===== src/rtl/flash_guard_pkg.sv =====
package flash_guard_pkg;

  typedef enum logic [2:0] {
    OP_NONE    = 3'd0,
    OP_LOCK    = 3'd1,
    OP_UNLOCK  = 3'd2,
    OP_CFG_SET = 3'd3,
    OP_CFG_CLR = 3'd4,
    OP_WRITE   = 3'd5,
    OP_ERASE   = 3'd6,
    OP_RSVD    = 3'd7
  } guard_op_e;

  typedef enum logic [1:0] {
    STAT_OK     = 2'd0,
    STAT_LOCKED = 2'd1,
    STAT_BADCMD = 2'd2,
    STAT_BUSY   = 2'd3
  } guard_stat_e;

  typedef enum logic [1:0] {
    RS_IDLE   = 2'd0,
    RS_ERASE  = 2'd1,
    RS_CLRSEC = 2'd2
  } recov_state_e;

endpackage


===== src/rtl/fg_lock_bank.sv =====
module fg_lock_bank #(
  parameter int IDX_W       = 7,
  parameter int NUM_REGIONS = 128
) (
  input  logic                   clk,
  input  logic                   rst_n,
  input  logic                   set_en,
  input  logic                   clr_en,
  input  logic [IDX_W-1:0]       idx,
  input  logic                   clr_all,
  output logic [NUM_REGIONS-1:0] locks
);

  logic [NUM_REGIONS-1:0] lock_q;
  logic [NUM_REGIONS-1:0] lock_d;

  for (genvar i = 0; i < NUM_REGIONS; i++) begin : g_region
    always_comb begin
      lock_d[i] = lock_q[i];
      if (clr_all) begin
        lock_d[i] = 1'b0;
      end else if (idx == IDX_W'(i)) begin
        if (set_en)      lock_d[i] = 1'b1;
        else if (clr_en) lock_d[i] = 1'b0;
      end
    end

    always_ff @(posedge clk or negedge rst_n) begin
      if (!rst_n) lock_q[i] <= 1'b0;
      else        lock_q[i] <= lock_d[i];
    end
  end

  assign locks = lock_q;


  all_clear_chk: assert property (@(posedge clk) disable iff (!rst_n)
    clr_all |=> (lock_q == '0));

endmodule


===== src/rtl/fg_cfg_bits.sv =====
module fg_cfg_bits #(
  parameter int CFG_BITS  = 2,
  parameter int CFG_IDX_W = 1
) (
  input  logic                 clk,
  input  logic                 rst_n,
  input  logic                 set_en,
  input  logic                 clr_en,
  input  logic [CFG_IDX_W-1:0] idx,
  input  logic                 sec_clr,
  output logic [CFG_BITS-1:0]  cfg
);

  logic [CFG_BITS-1:0] cfg_q;
  logic [CFG_BITS-1:0] cfg_d;

  for (genvar i = 0; i < CFG_BITS; i++) begin : g_bit
    if (i == 0) begin : g_security
      always_comb begin
        cfg_d[i] = cfg_q[i];
        if (sec_clr)                              cfg_d[i] = 1'b0;
        else if (set_en && idx == CFG_IDX_W'(i))  cfg_d[i] = 1'b1;
      end
    end else begin : g_plain
      always_comb begin
        cfg_d[i] = cfg_q[i];
        if (idx == CFG_IDX_W'(i)) begin
          if (set_en)      cfg_d[i] = 1'b1;
          else if (clr_en) cfg_d[i] = 1'b0;
        end
      end
    end

    always_ff @(posedge clk or negedge rst_n) begin
      if (!rst_n) cfg_q[i] <= 1'b0;
      else        cfg_q[i] <= cfg_d[i];
    end
  end

  assign cfg = cfg_q;


  sec_only_recovery_chk: assert property (@(posedge clk) disable iff (!rst_n)
    $fell(cfg_q[0]) |-> $past(sec_clr));

endmodule


===== src/rtl/fg_recovery.sv =====
module fg_recovery
  import flash_guard_pkg::*;
(
  input  logic clk,
  input  logic rst_n,
  input  logic erase_pin,
  input  logic erase_done,
  output logic erase_req,
  output logic busy,
  output logic clr_locks,
  output logic clr_sec
);

  recov_state_e st_q;
  recov_state_e st_d;

  always_comb begin
    st_d = st_q;
    unique case (st_q)
      RS_IDLE:   if (erase_pin)  st_d = RS_ERASE;
      RS_ERASE:  if (erase_done) st_d = RS_CLRSEC;
      RS_CLRSEC:                 st_d = RS_IDLE;
      default:                   st_d = RS_IDLE;
    endcase
  end

  always_ff @(posedge clk or negedge rst_n) begin
    if (!rst_n) st_q <= RS_IDLE;
    else        st_q <= st_d;
  end

  assign erase_req = (st_q == RS_ERASE);
  assign busy      = (st_q != RS_IDLE);
  assign clr_locks = (st_q == RS_IDLE) && erase_pin;
  assign clr_sec   = (st_q == RS_CLRSEC);


  pin_starts_erase_chk: assert property (@(posedge clk) disable iff (!rst_n)
    (!busy && erase_pin) |=> erase_req);


  clrsec_to_idle_chk: assert property (@(posedge clk) disable iff (!rst_n)
    clr_sec |=> !busy);

endmodule


===== src/rtl/flash_guard.sv =====
module flash_guard
  import flash_guard_pkg::*;
#(
  parameter int ADDR_W       = 20,
  parameter int REGION_SHIFT = 13,
  parameter int CFG_BITS     = 2
) (
  input  logic              clk,
  input  logic              rst_n,
  input  logic              cmd_valid,
  input  logic [2:0]        cmd_op,
  input  logic [ADDR_W-1:0] cmd_arg,
  output logic              cmd_done,
  output logic [1:0]        cmd_status,
  input  logic [ADDR_W-1:0] req_addr,
  output logic              req_locked,
  input  logic              erase_pin,
  output logic              erase_req,
  input  logic              erase_done,
  output logic              recov_busy,
  output logic              secure_lock,
  output logic              boot_rom_map
);

  localparam int IDX_W       = ADDR_W - REGION_SHIFT;
  localparam int NUM_REGIONS = 1 << IDX_W;
  localparam int CFG_IDX_W   = (CFG_BITS > 1) ? $clog2(CFG_BITS) : 1;

  // reset: asynchronous assert, synchronous release
  logic [1:0] rst_sync_q;
  logic       rst_int_n;

  always_ff @(posedge clk or negedge rst_n) begin
    if (!rst_n) rst_sync_q <= 2'b00;
    else        rst_sync_q <= {rst_sync_q[0], 1'b1};
  end
  assign rst_int_n = rst_sync_q[1];

  logic [NUM_REGIONS-1:0] locks;
  logic [CFG_BITS-1:0]    cfg;
  logic                   seq_busy;
  logic                   clr_locks;
  logic                   clr_sec;

  logic        lock_set, lock_clr, cfg_set, cfg_clr;
  logic        arg_is_region, arg_is_cfg, cmd_hit;
  guard_op_e   op;
  guard_stat_e stat_d;
  logic        done_q;
  guard_stat_e stat_q;

  assign op            = guard_op_e'(cmd_op);
  assign arg_is_region = (cmd_arg[ADDR_W-1:IDX_W] == '0);
  assign arg_is_cfg    = (cmd_arg < ADDR_W'(CFG_BITS));
  assign cmd_hit       = locks[cmd_arg[ADDR_W-1:REGION_SHIFT]];

  always_comb begin
    lock_set = 1'b0;
    lock_clr = 1'b0;
    cfg_set  = 1'b0;
    cfg_clr  = 1'b0;
    stat_d   = STAT_OK;
    if (seq_busy || erase_pin) begin
      stat_d = STAT_BUSY;
    end else begin
      unique case (op)
        OP_LOCK, OP_UNLOCK: begin
          if (!arg_is_region)        stat_d   = STAT_BADCMD;
          else if (op == OP_LOCK)    lock_set = cmd_valid;
          else                       lock_clr = cmd_valid;
        end
        OP_CFG_SET: begin
          if (!arg_is_cfg) stat_d  = STAT_BADCMD;
          else             cfg_set = cmd_valid;
        end
        OP_CFG_CLR: begin
          if (!arg_is_cfg || cmd_arg == '0) stat_d  = STAT_BADCMD;
          else                              cfg_clr = cmd_valid;
        end
        OP_WRITE, OP_ERASE: begin
          if (cmd_hit) stat_d = STAT_LOCKED;
        end
        default: stat_d = STAT_BADCMD;
      endcase
    end
  end

  always_ff @(posedge clk or negedge rst_int_n) begin
    if (!rst_int_n) begin
      done_q <= 1'b0;
      stat_q <= STAT_OK;
    end else begin
      done_q <= cmd_valid;
      if (cmd_valid) stat_q <= stat_d;
    end
  end

  fg_lock_bank #(
    .IDX_W       (IDX_W),
    .NUM_REGIONS (NUM_REGIONS)
  ) u_locks (
    .clk     (clk),
    .rst_n   (rst_int_n),
    .set_en  (lock_set),
    .clr_en  (lock_clr),
    .idx     (cmd_arg[IDX_W-1:0]),
    .clr_all (clr_locks),
    .locks   (locks)
  );

  fg_cfg_bits #(
    .CFG_BITS  (CFG_BITS),
    .CFG_IDX_W (CFG_IDX_W)
  ) u_cfg (
    .clk     (clk),
    .rst_n   (rst_int_n),
    .set_en  (cfg_set),
    .clr_en  (cfg_clr),
    .idx     (cmd_arg[CFG_IDX_W-1:0]),
    .sec_clr (clr_sec),
    .cfg     (cfg)
  );

  fg_recovery u_recov (
    .clk        (clk),
    .rst_n      (rst_int_n),
    .erase_pin  (erase_pin),
    .erase_done (erase_done),
    .erase_req  (erase_req),
    .busy       (seq_busy),
    .clr_locks  (clr_locks),
    .clr_sec    (clr_sec)
  );

  assign cmd_done     = done_q;
  assign cmd_status   = stat_q;
  assign req_locked   = locks[req_addr[ADDR_W-1:REGION_SHIFT]];
  assign recov_busy   = seq_busy;
  assign secure_lock  = cfg[0];
  assign boot_rom_map = ~cfg[CFG_BITS-1];


  done_follows_cmd_chk: assert property (@(posedge clk) disable iff (!rst_int_n)
    cmd_done |-> $past(cmd_valid));


  busy_reject_chk: assert property (@(posedge clk) disable iff (!rst_int_n)
    (cmd_valid && (recov_busy || erase_pin)) |=> (cmd_status == 2'd3));


  lookup_comb_chk: assert property (@(posedge clk) disable iff (!rst_int_n)
    (lock_set && cmd_arg[IDX_W-1:0] == req_addr[ADDR_W-1:REGION_SHIFT] && !clr_locks)
      |=> ($stable(req_addr) -> req_locked));

endmodule


===== config.mk =====
export PLATFORM = sky130hd
export DESIGN_NAME = flash_guard
export DESIGN_NICKNAME = d
export VERILOG_FILES = /design/src/rtl/flash_guard_pkg.sv /design/src/rtl/fg_lock_bank.sv /design/src/rtl/fg_cfg_bits.sv /design/src/rtl/fg_recovery.sv /design/src/rtl/flash_guard.sv
export SDC_FILE = /design/constraint.sdc
export NUM_CORES = 1
export LEC_CHECK = 0
export ABC_AREA = 1
export BUFFER_PORTS_ARGS = -buffer_cell sky130_fd_sc_hd__buf_2
export CORE_MARGIN = 8
export CORE_UTILIZATION = 45
export CTS_CLUSTER_SIZE = 28
export DETAILED_ROUTE_END_ITERATION = 7
export PLACE_DENSITY = 0.67
export SLEW_MARGIN = 20
export SYNTH_ARGS = -nofsm -noshare
export SYNTH_HDL_FRONTEND = slang
export SYNTH_SLANG_ARGS = --single-unit

===== constraint.sdc =====
create_clock -name clk -period 4.45 [get_ports clk]
set_input_delay 0 -clock clk [delete_from_list [all_inputs] [get_ports clk]]
set_output_delay 0 -clock clk [all_outputs]
set_load 0.01 [all_outputs]

## After elaboration in Yosys (flattened, before gate mapping)

Cells that the tools add are included.

- Bitwise logic cells: 2
- Reduce and logical (&&, ||, !) cells: 273
- Equality and inequality tests: 137
- Order comparisons: 3
- Muxes and demuxes: 289

Operators with widths:

| kind | number |
|---|---|
| 7-bit == test (second input constant) | 64 |
| 1-bit two-way mux | 279 |
| 2-bit nonzero test | 131 |
| 2-bit AND reduction | 130 |
| 7-bit by 6-bit == test with 1-bit output (second input constant) | 32 |
| 7-bit by 5-bit == test with 1-bit output (second input constant) | 16 |
| 7-bit by 4-bit == test with 1-bit output (second input constant) | 8 |
| 7-bit by 3-bit == test with 1-bit output (second input constant) | 4 |
| 20-bit zero test | 1 |
| 20-bit by 2-bit less-than comparator with 1-bit output (second input constant) | 1 |
| 7-bit by 8-bit less-than comparator with 1-bit output (second input constant) | 2 |
| 1-bit binary-select mux with 7-bit select | 2 |
| 7-bit by 2-bit == test with 1-bit output (second input constant) | 2 |
| 13-bit zero test | 1 |
| 2-bit two-way mux | 6 |
| 3-bit == test (second input constant) | 3 |
| 2-bit case mux with 4 select lines | 1 |
| 7-bit by 1-bit == test with 1-bit output (second input constant) | 1 |
| 7-bit zero test | 1 |
| 3-bit by 2-bit == test with 1-bit output (second input constant) | 2 |
| 2-bit case mux with 2 select lines | 1 |
| 2-bit OR reduction | 2 |
| 3-bit by 1-bit == test with 1-bit output (second input constant) | 1 |
| 3-bit nonzero test | 1 |
| other kinds (9) | 12 |

- Bits of input ports: 48
- Register bits after elaboration: 137
- Word-level logic and storage cells: 838
- Output and inout bits: 8

## Longest topological paths before layout

Gate-level depths: netlist (run 1).

- Word-level depth: 9
- Depth in mapped cells: 14

## Cells and area by module

From an unflattened synthesis (run 1), not the netlist that was laid out.

- Cell total of the unflattened synthesis: 1,699
- Area total of the unflattened synthesis: 10,052.1 µm²

Modules (own cells, without submodules):

| module | times used | area an instance (µm²) | cells an instance |
|---|---|---|---|
| fg_lock_bank | 1 | 6,852.8 | 1,024 |
| flash_guard | 1 | 3,015.4 | 651 |
| fg_recovery | 1 | 98.8 | 14 |
| fg_cfg_bits | 1 | 85.1 | 10 |

## Worst setup path after synthesis (run 1)

No wires, ideal clock.

- Path type: register to register
- Start point: register u_recov.st_q[0]
- End point: register u_locks.lock_q[108], in the netlist u_locks.locks[108]
- Slack: 2,734 ps
- Path buffers: 3
- Stages on the path, launching flop included: 14
- Arrival time: 1,584 ps
- Required time: 4,318 ps
- Library setup time: 132 ps
- Clock period less this slack: 1,716 ps
- Cell sequence: dfrtp_1 nor2_1 inv_1 nor2_1 nand2_1 inv_2 nand4_2 buf_6 nand3_2 buf_8 buf_8 nand2_1 nand2_1 o21ai_1

- Cells in the longest elaborated chain, start to end: 6
- Elaborated cells on any way between the ends: 12
- Classes of those cells: 5 x mux; 7 x reduce/logical

RTL lines:

| element | line | text |
|---|---|---|
| from (decl) | fg_recovery.sv:14 | `recov_state_e st_q;` |
| from (signal assigned) | fg_recovery.sv:29 | `else st_q <= st_d;` |
| 2-bit nonzero test * | fg_recovery.sv:33 | `assign busy = (st_q != RS_IDLE);` |
| named net recov_busy | flash_guard.sv:20 | `output logic recov_busy,` |
| 1-bit logical OR * | flash_guard.sv:63 | `if (seq_busy \|\| erase_pin) begin` |
| 1-bit two-way mux | flash_guard.sv:63 |  |
| 1-bit two-way mux | fg_lock_bank.sv:23 | `if (set_en) lock_d[i] = 1'b1;` |
| 1-bit two-way mux | fg_lock_bank.sv:22 | `end else if (idx == IDX_W'(i)) begin` |
| 1-bit two-way mux | fg_lock_bank.sv:20 | `if (clr_all) begin` |
| to (signal, indexed assignment) | fg_lock_bank.sv:30 | `else lock_q[i] <= lock_d[i];` |
| to (decl) | fg_lock_bank.sv:14 | `logic [NUM_REGIONS-1:0] lock_q;` |

Mark *: on every way through the listed nets, which the timed path passes. The rest lies on a longest branch. The select of a mux whose other input is x is not followed.
A chain may end at the register's enable or synchronous reset.

## Worst setup path after layout (run 1)

- Start point: input req_addr[14]
- End point: output req_locked

- Cells in the longest elaborated chain, start to end: 2

RTL lines:

| element | line | text |
|---|---|---|
| from (decl) | flash_guard.sv:15 | `input logic [ADDR_W-1:0] req_addr,` |
| 1-bit binary-select mux with 7-bit select | flash_guard.sv:137 | `assign req_locked = locks[req_addr[ADDR_W-1:REGION_SHIFT]];` |
| 1-bit two-way mux (not written as such) | flash_guard.sv:137 |  |
| to (decl) | flash_guard.sv:16 | `output logic req_locked,` |

No other way between the ends. The select of a mux whose other input is x is not followed.

==> results.json, run 1 <==
{
  "outcome": "finished clean",
  "holdCritPathClass": "input port to flop",
  "avgSynthCellArea_um2": 6.26,
  "cts_buffer_depth": 2,
  "initial_utilization_pct": 45.8,
  "ant_nets": 0,
  "synth_cell_types": 30,
  "core_um2": 21000,
  "seq_area_frac_synth_pct": 35.6,
  "dpl.hpwl_um": 19800,
  "setup.worst_path.class": "input port to primary output",
  "yosys_warnings": 0,
  "power.density_nw_per_um2": 338,
  "post_cts_buffers": 0,
  "rsz0062_at_grt": "false",
  "critPathMaxStageDelay_ns": 0.91,
  "timing.rr.start": "u_recov.st_q[0]",
  "slew_headroom_pct": 22.9,
  "cts_tree": "yes",
  "crit_fanout": 39,
  "period_needed_ns": 2.67,
  "drv_cap": 0,
  "crit_path_end_kind": "primary output",
  "p_switching_mw": 1.22,
  "p_leak_nw": 5.20,
  "final_hold_viol_count": 0,
  "grt_pass1_vias": 9298,
  "num-fill-cells": 2126,
  "cp_data_required_time_ns": 4.45,
  "antenna_found_initial": 1,
  "fmax_ghz": 0.375,
  "dr.pass1.iters": 7,
  "final.setup.worst_slack_ns": 1.78,
  "worst_path_most_repeated_cell": "nand2_1",
  "ios": 56,
  "p_sw_share_pct": 34.6,
  "clockPowerShare_pct": 39.7,
  "synth-seq-cells": 137,
  "numPortBuffers": 42,
  "nets": 1576,
  "arrival_ns": 2.67,
  "finalClockSkew_ns": 0.0124,
  "clock_latency_ns": 0.43,
  "synth_area_um2": 9620,
  "rows": 53,
  "worstRegToRegCells": 11,
  "fin_area_um2": 10500,
  "cts.sinks": 137,
  "grt_pass1_wl_um": 50600,
  "peakVddDrop_mv": 0.271,
  "drc": 0,
  "final_common_cell": "nand2_1",
  "totalWireLength_um": 32300,
  "die_y_um": 162,
  "drv_slew": 0,
  "setup.worst_path.start_class": "input port",
  "clock-root-buffer": "clkbuf_16",
  "fp.dieArea_um2": 26300,
  "via_count": 10100,
  "area_growth_syn_to_layout_pct": 8.78,
  "drive_gt1_share_pct": 7.07,
  "setup_violations": 0,
  "cts_max_level": 4,
  "crit_chain": "buf_2 > buf_4 > inv_1 > o21ai_0 > o22ai_1 > nand2_1 > nand3_1 > nand3_1 > nand2_1 > nand2_1 > o21ai_0 > nand2_1 > nand2_1 > buf_2",
  "finalCritPeriodShare_pct": 60.0,
  "cp-endpoint": "req_locked",
  "finalPower_mw": 3.53,
  "r2r_setup_slack_ns": 1.87,
  "layout_common_cells": "nand2_1, inv_1, a21oi_1, dfrtp_1, o21ai_1",
  "grt-ovfl-total": 0,
  "p_int_mw": 2.31,
  "wl_per_cell_um": 17.8,
  "die_w_um": 162,
  "timing.rr.end": "u_locks.locks[119]",
  "place.gp.congestion": 0.949,
  "tns_ns": 0,
  "syn_nets": 1585,
  "power_frac_seq_pct": 35.9,
  "whs_ns": 0.0434,
  "vias_per_cell": 5.57,
  "grtUsageTotal_pct": 24.3,
  "clk_pin_slew_worst_paths_ns": 0.06,
  "dp_slack_ns": 1.63,
  "p_comb_share_pct": 24.4,
  "synthCells": 1537,
  "cp_slowest_cell": "inv_1",
  "crit_path_start": "req_addr[14]",
  "worst_slew_pin_slew_ns": 1.15,
  "placed_cell_area_um2": 9830,
  "drtIter0Drc": 1318,
  "numCtsBuffers": 17,
  "grt_max_degree": 84
}
cell families (layout without fill, tap and decap cells):
kind of cell,count (synthesis),in the layout,synth area share [%]
AND/OR/NAND/NOR,697,697,29.3
buffers and inverters,301,305,13.8
other,1,2,0.0390
AO/OA/AOI/OAI,401,401,21.3
flip-flops,137,137,35.6
cells in the mapped netlist:
cell,number,area (um2)
inv_1,202,758
nor2_1,112,420
clkinv_1,1,3.75
buf_1,5,18.8
o211ai_1,5,37.5
inv_4,1,6.26
nand3_2,2,20.0
o21ai_0,93,465
buf_8,11,165
buf_2,20,100
o22ai_1,17,106
nand4_1,1,6.26
inv_2,2,7.51
nor3_4,1,16.3
nand2_1,474,1780
clkbuf_1,52,195
nor3_1,9,45.0
dfrtp_1,137,3430
nand3_1,93,465
nand4_2,1,12.5
a21boi_0,1,7.51
o22a_1,1,8.76
nand3_4,1,17.5
a21oi_1,162,811
buf_4,2,15.0
o21ai_1,122,611
buf_6,5,56.3
nor2_4,2,22.5
nor3_2,1,10.0
conb_1,1,3.75
worst min-delay path by stage:
stage / start / cells after the start / slack (ns) / end
3_5_place_dp: rst_n / 1 / -0.21 / rst_sync_q[0]
3_3_place_gp: rst_n / 1 / -0.21 / rst_sync_q[0]
2_1_floorplan: rst_n / 0 / -0.30 / rst_sync_q[0]
5_1_grt: cmd_arg[18] / 5 / 0.07 / cmd_status[0]
6_report: erase_pin / 5 / 0.04 / cmd_status[0]
4_1_cts: cmd_op[1] / 5 / 0.03 / cmd_status[1]
routing by layer:
metal	global-route usage (%)	wire [um]	vias to the layer above
met1	32.3	13500	4745
li1	-	-	4885
met5	0	0	-
met2	38.3	15000	446
met4	8.88	758	0
met3	5.19	2990	53
registers in the layout (all words and copies together) (netlist names):
signal         count
u_locks.locks    128
cmd_done           1
cmd_status         2
rst_sync_q         2
u_recov.st_q       2
u_cfg.cfg          2
per-stage QoR:
stage	instances	utilization, %
5_1_grt	1817	49.8
6_report	1817	49.8
2_1_floorplan	1537	-
4_1_cts	1816	49.8
3_3_place_gp	1777	46.8
3_5_place_dp	1777	46.8
power by group through the flow:
stage          Clock, mW  Sequential, mW  Combinational [mW]
2_1_floorplan          0            1.30               0.662
3_3_place_gp           0            1.29               0.814
3_5_place_dp           0            1.29               0.839
4_1_cts             1.42            1.27               0.851
5_1_grt             1.48            1.27               0.969
6_report            1.40            1.27               0.862
area by class of cell:
type | instances | area, um2 | share of cell area [%]
multi-input cells | 1099 | 4920 | 47.0
clock inverters | 13 | 130 | 1.24
repair buffers | 67 | 428 | 4.09
clock buffers | 19 | 433 | 4.14
flip-flops and latches | 137 | 3430 | 32.8
inverters | 206 | 777 | 7.42
diodes | 1 | 2.50 | 0.0239
well taps | 275 | 344 | 3.29
worst max-delay path: cells and delay by family:
kind | cells | cell delay [ns]
AOI/OAI and AO/OA | 3 | 0.62
and+or+nand+nor | 7 | 0.59
buffers and inverters | 4 | 1.42
repair_timing:
action,in CTS,in global routing
endpoints found under the hold margin,9,0
hold buffers,7,0
endpoints found under the setup margin,0,0
gates resized for setup,0,0
Power figures use the tool's default switching activity.
==> run 2: changes to the inputs <==
--- a/config.mk
+++ b/config.mk
@@ -5,7 +5,7 @@
 export SDC_FILE = /design/constraint.sdc
 export NUM_CORES = 1
 export LEC_CHECK = 0
-export ABC_AREA = 1
+export ABC_AREA = 0
 export BUFFER_PORTS_ARGS = -buffer_cell sky130_fd_sc_hd__buf_2
 export CORE_MARGIN = 8
 export CORE_UTILIZATION = 45
==> constraint.sdc (replaced) <==
create_clock -name clk -period 2.7 [get_ports clk]
set_input_delay 0 -clock clk [delete_from_list [all_inputs] [get_ports clk]]
set_output_delay 0 -clock clk [all_outputs]
set_load 0.01 [all_outputs]
==> run 2 against run 1 <==
Via count shrank 27%. Highest routed layer unchanged. Non-clock buffer count increased by 14. Global-route usage decreased by 1.9 points. Die area is 12% lower.
==> results.json, run 2 <==
{
  "p_leak_nw": 3.95,
  "grt.met3_usage_pct": 4.42,
  "cts_tree": "yes",
  "cts_resized": 0,
  "power.density_nw_per_um2": 562,
  "grt_max_degree": 129,
  "tns_ns": 0,
  "nets": 917,
  "post_cts_buffers": 0,
  "num-fill-cells": 1634,
  "rsz0062_at_grt": "false",
  "p_switching_mw": 1.65,
  "rows": 50,
  "numPortBuffers": 42,
  "grt_pass1_wl_um": 40900,
  "regArea_um2": 3430,
  "die_w_um": 152,
  "grtUsageMet2_pct": 34.8,
  "async_flop_share_pct": 100,
  "yosys-top-cells-area": "dfrtp_1, o21ai_1, mux4_1, a21oi_1, mux4_2",
  "synth_top_area_cell": "dfrtp_1",
  "synth_edf_count": 0,
  "cts_buffer_depth": 2,
  "multiInputGateArea_um2": 4510,
  "clock-root-buffer": "clkbuf_16",
  "clk_pin_slew_worst_paths_ns": 0.06,
  "syn_nets": 894,
  "drtIter0Drc": 938,
  "seq_area_frac_synth_pct": 40.9,
  "slew_headroom_pct": 37.9,
  "fp.dieArea_um2": 23200,
  "cts_max_level": 4,
  "wl_per_cell_um": 23.4,
  "drive_gt1_share_pct": 15.9,
  "layout_common_cells": "o21ai_1, a21oi_1, dfrtp_1, o21ai_0, buf_2",
  "worst_slew_pin_slew_ns": 0.929,
  "initial_utilization_pct": 45.4,
  "dominantRegCellSynth": "dfrtp_1",
  "finalCritPeriodShare_pct": 91.4,
  "power_frac_seq_pct": 39.3,
  "core_um2": 18500,
  "yosysTopAreaCellShare_pct": 40.9,
  "p_comb_share_pct": 19.7,
  "cts_hold_buf": 10,
  "place.gp.congestion": 0.969,
  "largest_reg_flops": 128,
  "vias_per_cell": 6.61,
  "cts.sinks": 137,
  "synthCells": 846,
  "fmax_ghz": 0.405,
  "dr.pass1.iters": 5,
  "whs_ns": 0.0645,
  "synth_area_um2": 8370,
  "period_needed_ns": 2.47,
  "final.setup.worst_slack_ns": 0.232,
  "totalWireLength_um": 26000,
  "crit_path_end_kind": "primary output",
  "peakVddDrop_mv": 0.358,
  "grt_pass1_vias": 7079,
  "dpl.hpwl_um": 16800,
  "clock_latency_ns": 0.43,
  "p_int_mw": 3.68,
  "p_sw_share_pct": 30.9,
  "arrival_ns": 2.47,
  "area_growth_syn_to_layout_pct": 13.1,
  "drc": 0,
  "clockPowerShare_pct": 41.0,
  "avgSynthCellArea_um2": 9.90,
  "setup.worst_path.class": "flop to primary output",
  "final_common_cell": "o21ai_1",
  "crit_fanout": 3,
  "die_y_um": 152,
  "drv_cap": 0,
  "holdCritPathClass": "input port to flop",
  "grtUsageTotal_pct": 22.4,
  "setup.worst_path.start_class": "flop",
  "ios": 56,
  "setup_violations": 0,
  "via_count": 7371,
  "numCtsBuffers": 17,
  "cp_data_required_time_ns": 2.70,
  "ant_nets": 0,
  "yosysMostFrequentCell": "o21ai_1",
  "grt-ovfl-total": 0,
  "final_hold_viol_count": 0,
  "outcome": "finished clean",
  "synth-seq-cells": 137,
  "yosys_warnings": 0,
  "use_met1_pct": 29.4,
  "finalClockSkew_ns": 0.0126,
  "antenna_found_initial": 1,
  "drv_slew": 0,
  "dp_slack_ns": 0.584,
  "synth_common_cells": "o21ai_1, a21oi_1, dfrtp_1",
  "busiest_layer": "met2",
  "synth_cell_types": 53
}
## run 2: critical path, cell delays in order (launching register included)
cell and delay (ns):
dfrtp_1 0.39, mux4_1 0.55, o22ai_1 0.28, nor4_1 0.13, mux4_2 0.52, buf_2 0.17
## run 2: path summary, 6_finish.rpt
kind | startpoint | to | slack [ns] | cells after the start
worst min register to register | rst_sync_q[0] | rst_sync_q[1] | 0.35 | 0
worst max-delay path | u_locks.locks[33] | req_locked | 0.23 | 5
worst max register to register | u_recov.st_q[1] | u_cfg.cfg[1] | 0.45 | 7
max in group asynchronous | rst_sync_q[1] | u_locks.locks[54] | 1.58 | 1
min in group asynchronous | rst_sync_q[1] | u_locks.locks[75] | 0.36 | 0
worst min-delay path | cmd_arg[19] | cmd_status[0] | 0.06 | 3
## run 2: cells by family after synthesis
group,count (synthesis),share of synthesized area (%)
AOI/OAI and AO/OA,441,27.5
xor gates and xnor gates,1,0.105
buffers and inverters,84,5.30
DFF,137,40.9
muxes,76,18.6
other,1,0.0448
and+or+nand+nor,106,7.44
## run 2: routing by layer
layer / wire, um / share of wire [%]
met1: 10800 / 42
met5: 0 / 0
met3: 2120 / 8.2
met2: 12200 / 47
met4: 907 / 3.5
## run 2: layout make-up
type                            instances  share of cell area (%)
Antenna cell                            1                  0.0264
Clock buffer                           22                    4.90
Clock inverter                          8                   0.779
Inverter                                7                   0.277
Multi-Input combinational cell        625                    47.7
Sequential cell                       137                    36.2
Tap cell                              234                    3.09
Timing Repair Buffer                   81                    7.03
## run 2: power groups by stage
stage          registers, mW  logic, mW  clock network, mW
2_1_floorplan           2.14      0.696                  0
3_3_place_gp            2.13      0.995                  0
3_5_place_dp            2.13       1.01                  0
4_1_cts                 2.09       1.03               2.20
5_1_grt                 2.10       1.14               2.27
6_report                2.09       1.05               2.18
## run 2: per-stage QoR
stage / area [um2] / util [%] / total power [mW] / cells
after detailed placement: 8830 / 47.9 / 3.14 / 1074
after CTS: 9470 / 51.3 / 5.33 / 1114
after global placement: 8830 / 47.9 / 3.13 / 1074
after global routing: 9470 / 51.3 / 5.51 / 1115
final: 9470 / 51.3 / 5.32 / 1115
after floorplan: 8370 / - / 2.84 / 846
==> run 3: changes to the inputs <==
--- a/config.mk
+++ b/config.mk
@@ -11,6 +11,7 @@
 export CORE_UTILIZATION = 45
 export CTS_CLUSTER_SIZE = 28
 export DETAILED_ROUTE_END_ITERATION = 7
+export GPL_TIMING_DRIVEN = 0
 export PLACE_DENSITY = 0.67
 export SLEW_MARGIN = 20
 export SYNTH_ARGS = -nofsm -noshare
==> run 3 against run 2 <==
Setup slack got worse by 0.10 ns. Critical path depth increased by 2. Sequential power about the same. Hold slack got worse by 0.0056 ns. Fmax decreased by 4.0%. Die area unchanged. Clock skew decreased by 0.0054 ns. Critical endpoint is now u_locks.locks[64].
==> results.json, run 3 (same netlist as run 2, synthesis figures left out) <==
{
  "ios": 56,
  "tns_ns": 0,
  "finalCritPeriodShare_pct": 95.3,
  "p_leak_nw": 4.02,
  "clockPowerShare_pct": 42.4,
  "setup_violations": 0,
  "initial_utilization_pct": 45.4,
  "crit_fanout": 10,
  "worst_slew_pin_slew_ns": 1.29,
  "p_comb_share_pct": 20.4,
  "power.density_nw_per_um2": 580,
  "numCtsBuffers": 17,
  "fin_area_um2": 9670,
  "arrival_ns": 2.89,
  "cts_max_level": 4,
  "finalCoreUtilization_pct": 52.4,
  "die_y_um": 152,
  "drive_gt1_share_pct": 18.0,
  "setup.worst_path.class": "flop to flop",
  "placed_cell_area_um2": 8980,
  "rsz0062_at_grt": "false",
  "grt_pass1_wl_um": 50000,
  "peakVddDrop_mv": 0.423,
  "p_sw_share_pct": 32.2,
  "period_needed_ns": 2.57,
  "drv_slew": 0,
  "place.gp.congestion": 1.01,
  "outcome": "finished clean",
  "vias_per_cell": 7.02,
  "drtIter0Drc": 1230,
  "final.setup.worst_slack_ns": 0.128,
  "via_count": 8168,
  "grt-ovfl-total": 0,
  "cts.sinks": 137,
  "power_frac_seq_pct": 37.2,
  "p_int_mw": 3.81,
  "drc": 0,
  "grtUsageTotal_pct": 28.8,
  "grt_pass1_vias": 7600,
  "num-fill-cells": 1620,
  "clock-root-buffer": "clkbuf_16",
  "antenna_found_initial": 0,
  "dp_slack_ns": 0.323,
  "core_um2": 18500,
  "area_growth_syn_to_layout_pct": 15.5,
  "finalPower_mw": 5.61,
  "final_common_cell": "o21ai_1",
  "crit_path_end_kind": "flop",
  "clk_pin_slew_worst_paths_ns": 0.06,
  "fp.dieArea_um2": 23200,
  "wl_per_cell_um": 28.7,
  "fmax_ghz": 0.389,
  "whs_ns": 0.0589,
  "setup.worst_path.start_class": "flop",
  "holdCritPathClass": "input port to flop",
  "dpl.hpwl_um": 23600,
  "dp.cells": 1121,
  "cp_data_required_time_ns": 3.02,
  "slew_headroom_pct": 13.9,
  "die_w_um": 152,
  "finalClockSkew_ns": 0.00719,
  "drv_cap": 0,
  "dr.pass1.iters": 6,
  "layout_common_cells": "o21ai_1, a21oi_1, dfrtp_1, buf_2, o21ai_0",
  "rows": 50,
  "cts_resized": 0,
  "clock_latency_ns": 0.44,
  "nets": 964,
  "final_hold_viol_count": 0,
  "ant_nets": 0,
  "grt_max_degree": 48,
  "layout.cells.non_filler": 1163,
  "post_cts_buffers": 0,
  "totalWireLength_um": 33400,
  "largest_reg_flops": 128,
  "diodes": 0,
  "cts_tree": "yes",
  "numPortBuffers": 32,
  "cts_buffer_depth": 2,
  "p_switching_mw": 1.81
}
-- run 3: cell count changes in the layout (fill, tap and decap cells not counted), moves of 4 or more --
cell	previous run	this run
clkbuf_1	3	31
buf_2	42	69
buf_4	18	6
buf_12	11	1
buf_6	0	6
nor3_1	9	3
nor3_2	1	7
nor2_1	26	22
nor2_2	0	4
-- run 3: layer usage --
layer	share of wire, %	track usage (%)	routed length [um]	vias to the layer above
met4	5.5	15.9	1820	0
met5	0	0	0	-
met1	39	38.3	13200	4006
met3	13	9.33	4220	122
met2	43	40.7	14200	611
li1	-	-	-	3429
-- run 3: final timing paths --
check,startpoint,endpoint,slack [ns],cells past startpoint
setup / recovery,u_recov.st_q[1],u_locks.locks[64],0.13,7
hold / removal,cmd_op[1],cmd_status[1],0.06,4
setup reg to reg,u_recov.st_q[1],u_locks.locks[64],0.13,7
hold reg to reg,rst_sync_q[1],u_locks.locks[82],0.35,0
max in group asynchronous,rst_sync_q[1],u_locks.locks[92],1.38,2
min in group asynchronous,rst_sync_q[1],u_locks.locks[82],0.35,0
-- run 3: worst max-delay path: stages (launching register included) --
cell	delay, ns
dfrtp_1	0.41
nor2_1	0.24
and2_1	0.22
clkbuf_1	0.53
clkbuf_1	0.63
a21oi_1	0.15
o21ai_0	0.19
o21ai_1	0.08
-- run 3: what timing repair did --
| item | CTS | global route |
|---|---|---|
| setup endpoints to repair | 0 | 0 |
| hold buffers | 10 | 0 |
| endpoints found under the hold margin | 8 | 0 |
-- run 3: cell type report --
cell class	instances	area (um2)	share of cell area [%]
Inverter	7	26.3	0.272
Clock inverter	10	116	1.20
Tap cell	234	293	3.03
Timing Repair Buffer	51	365	3.78
Multi-Input combinational cell	625	4550	47.0
Clock buffer	22	474	4.90
Sequential cell	137	3430	35.5
Buffer	77	418	4.32
-- run 3: power groups by stage --
stage | sequential (mW) | combinational, mW | clock, mW
5_1_grt | 2.09 | 1.22 | 2.48
3_3_place_gp | 2.15 | 1.03 | 0
2_1_floorplan | 2.14 | 0.696 | 0
4_1_cts | 2.09 | 1.10 | 2.39
6_report | 2.09 | 1.14 | 2.38
3_5_place_dp | 2.13 | 1.08 | 0
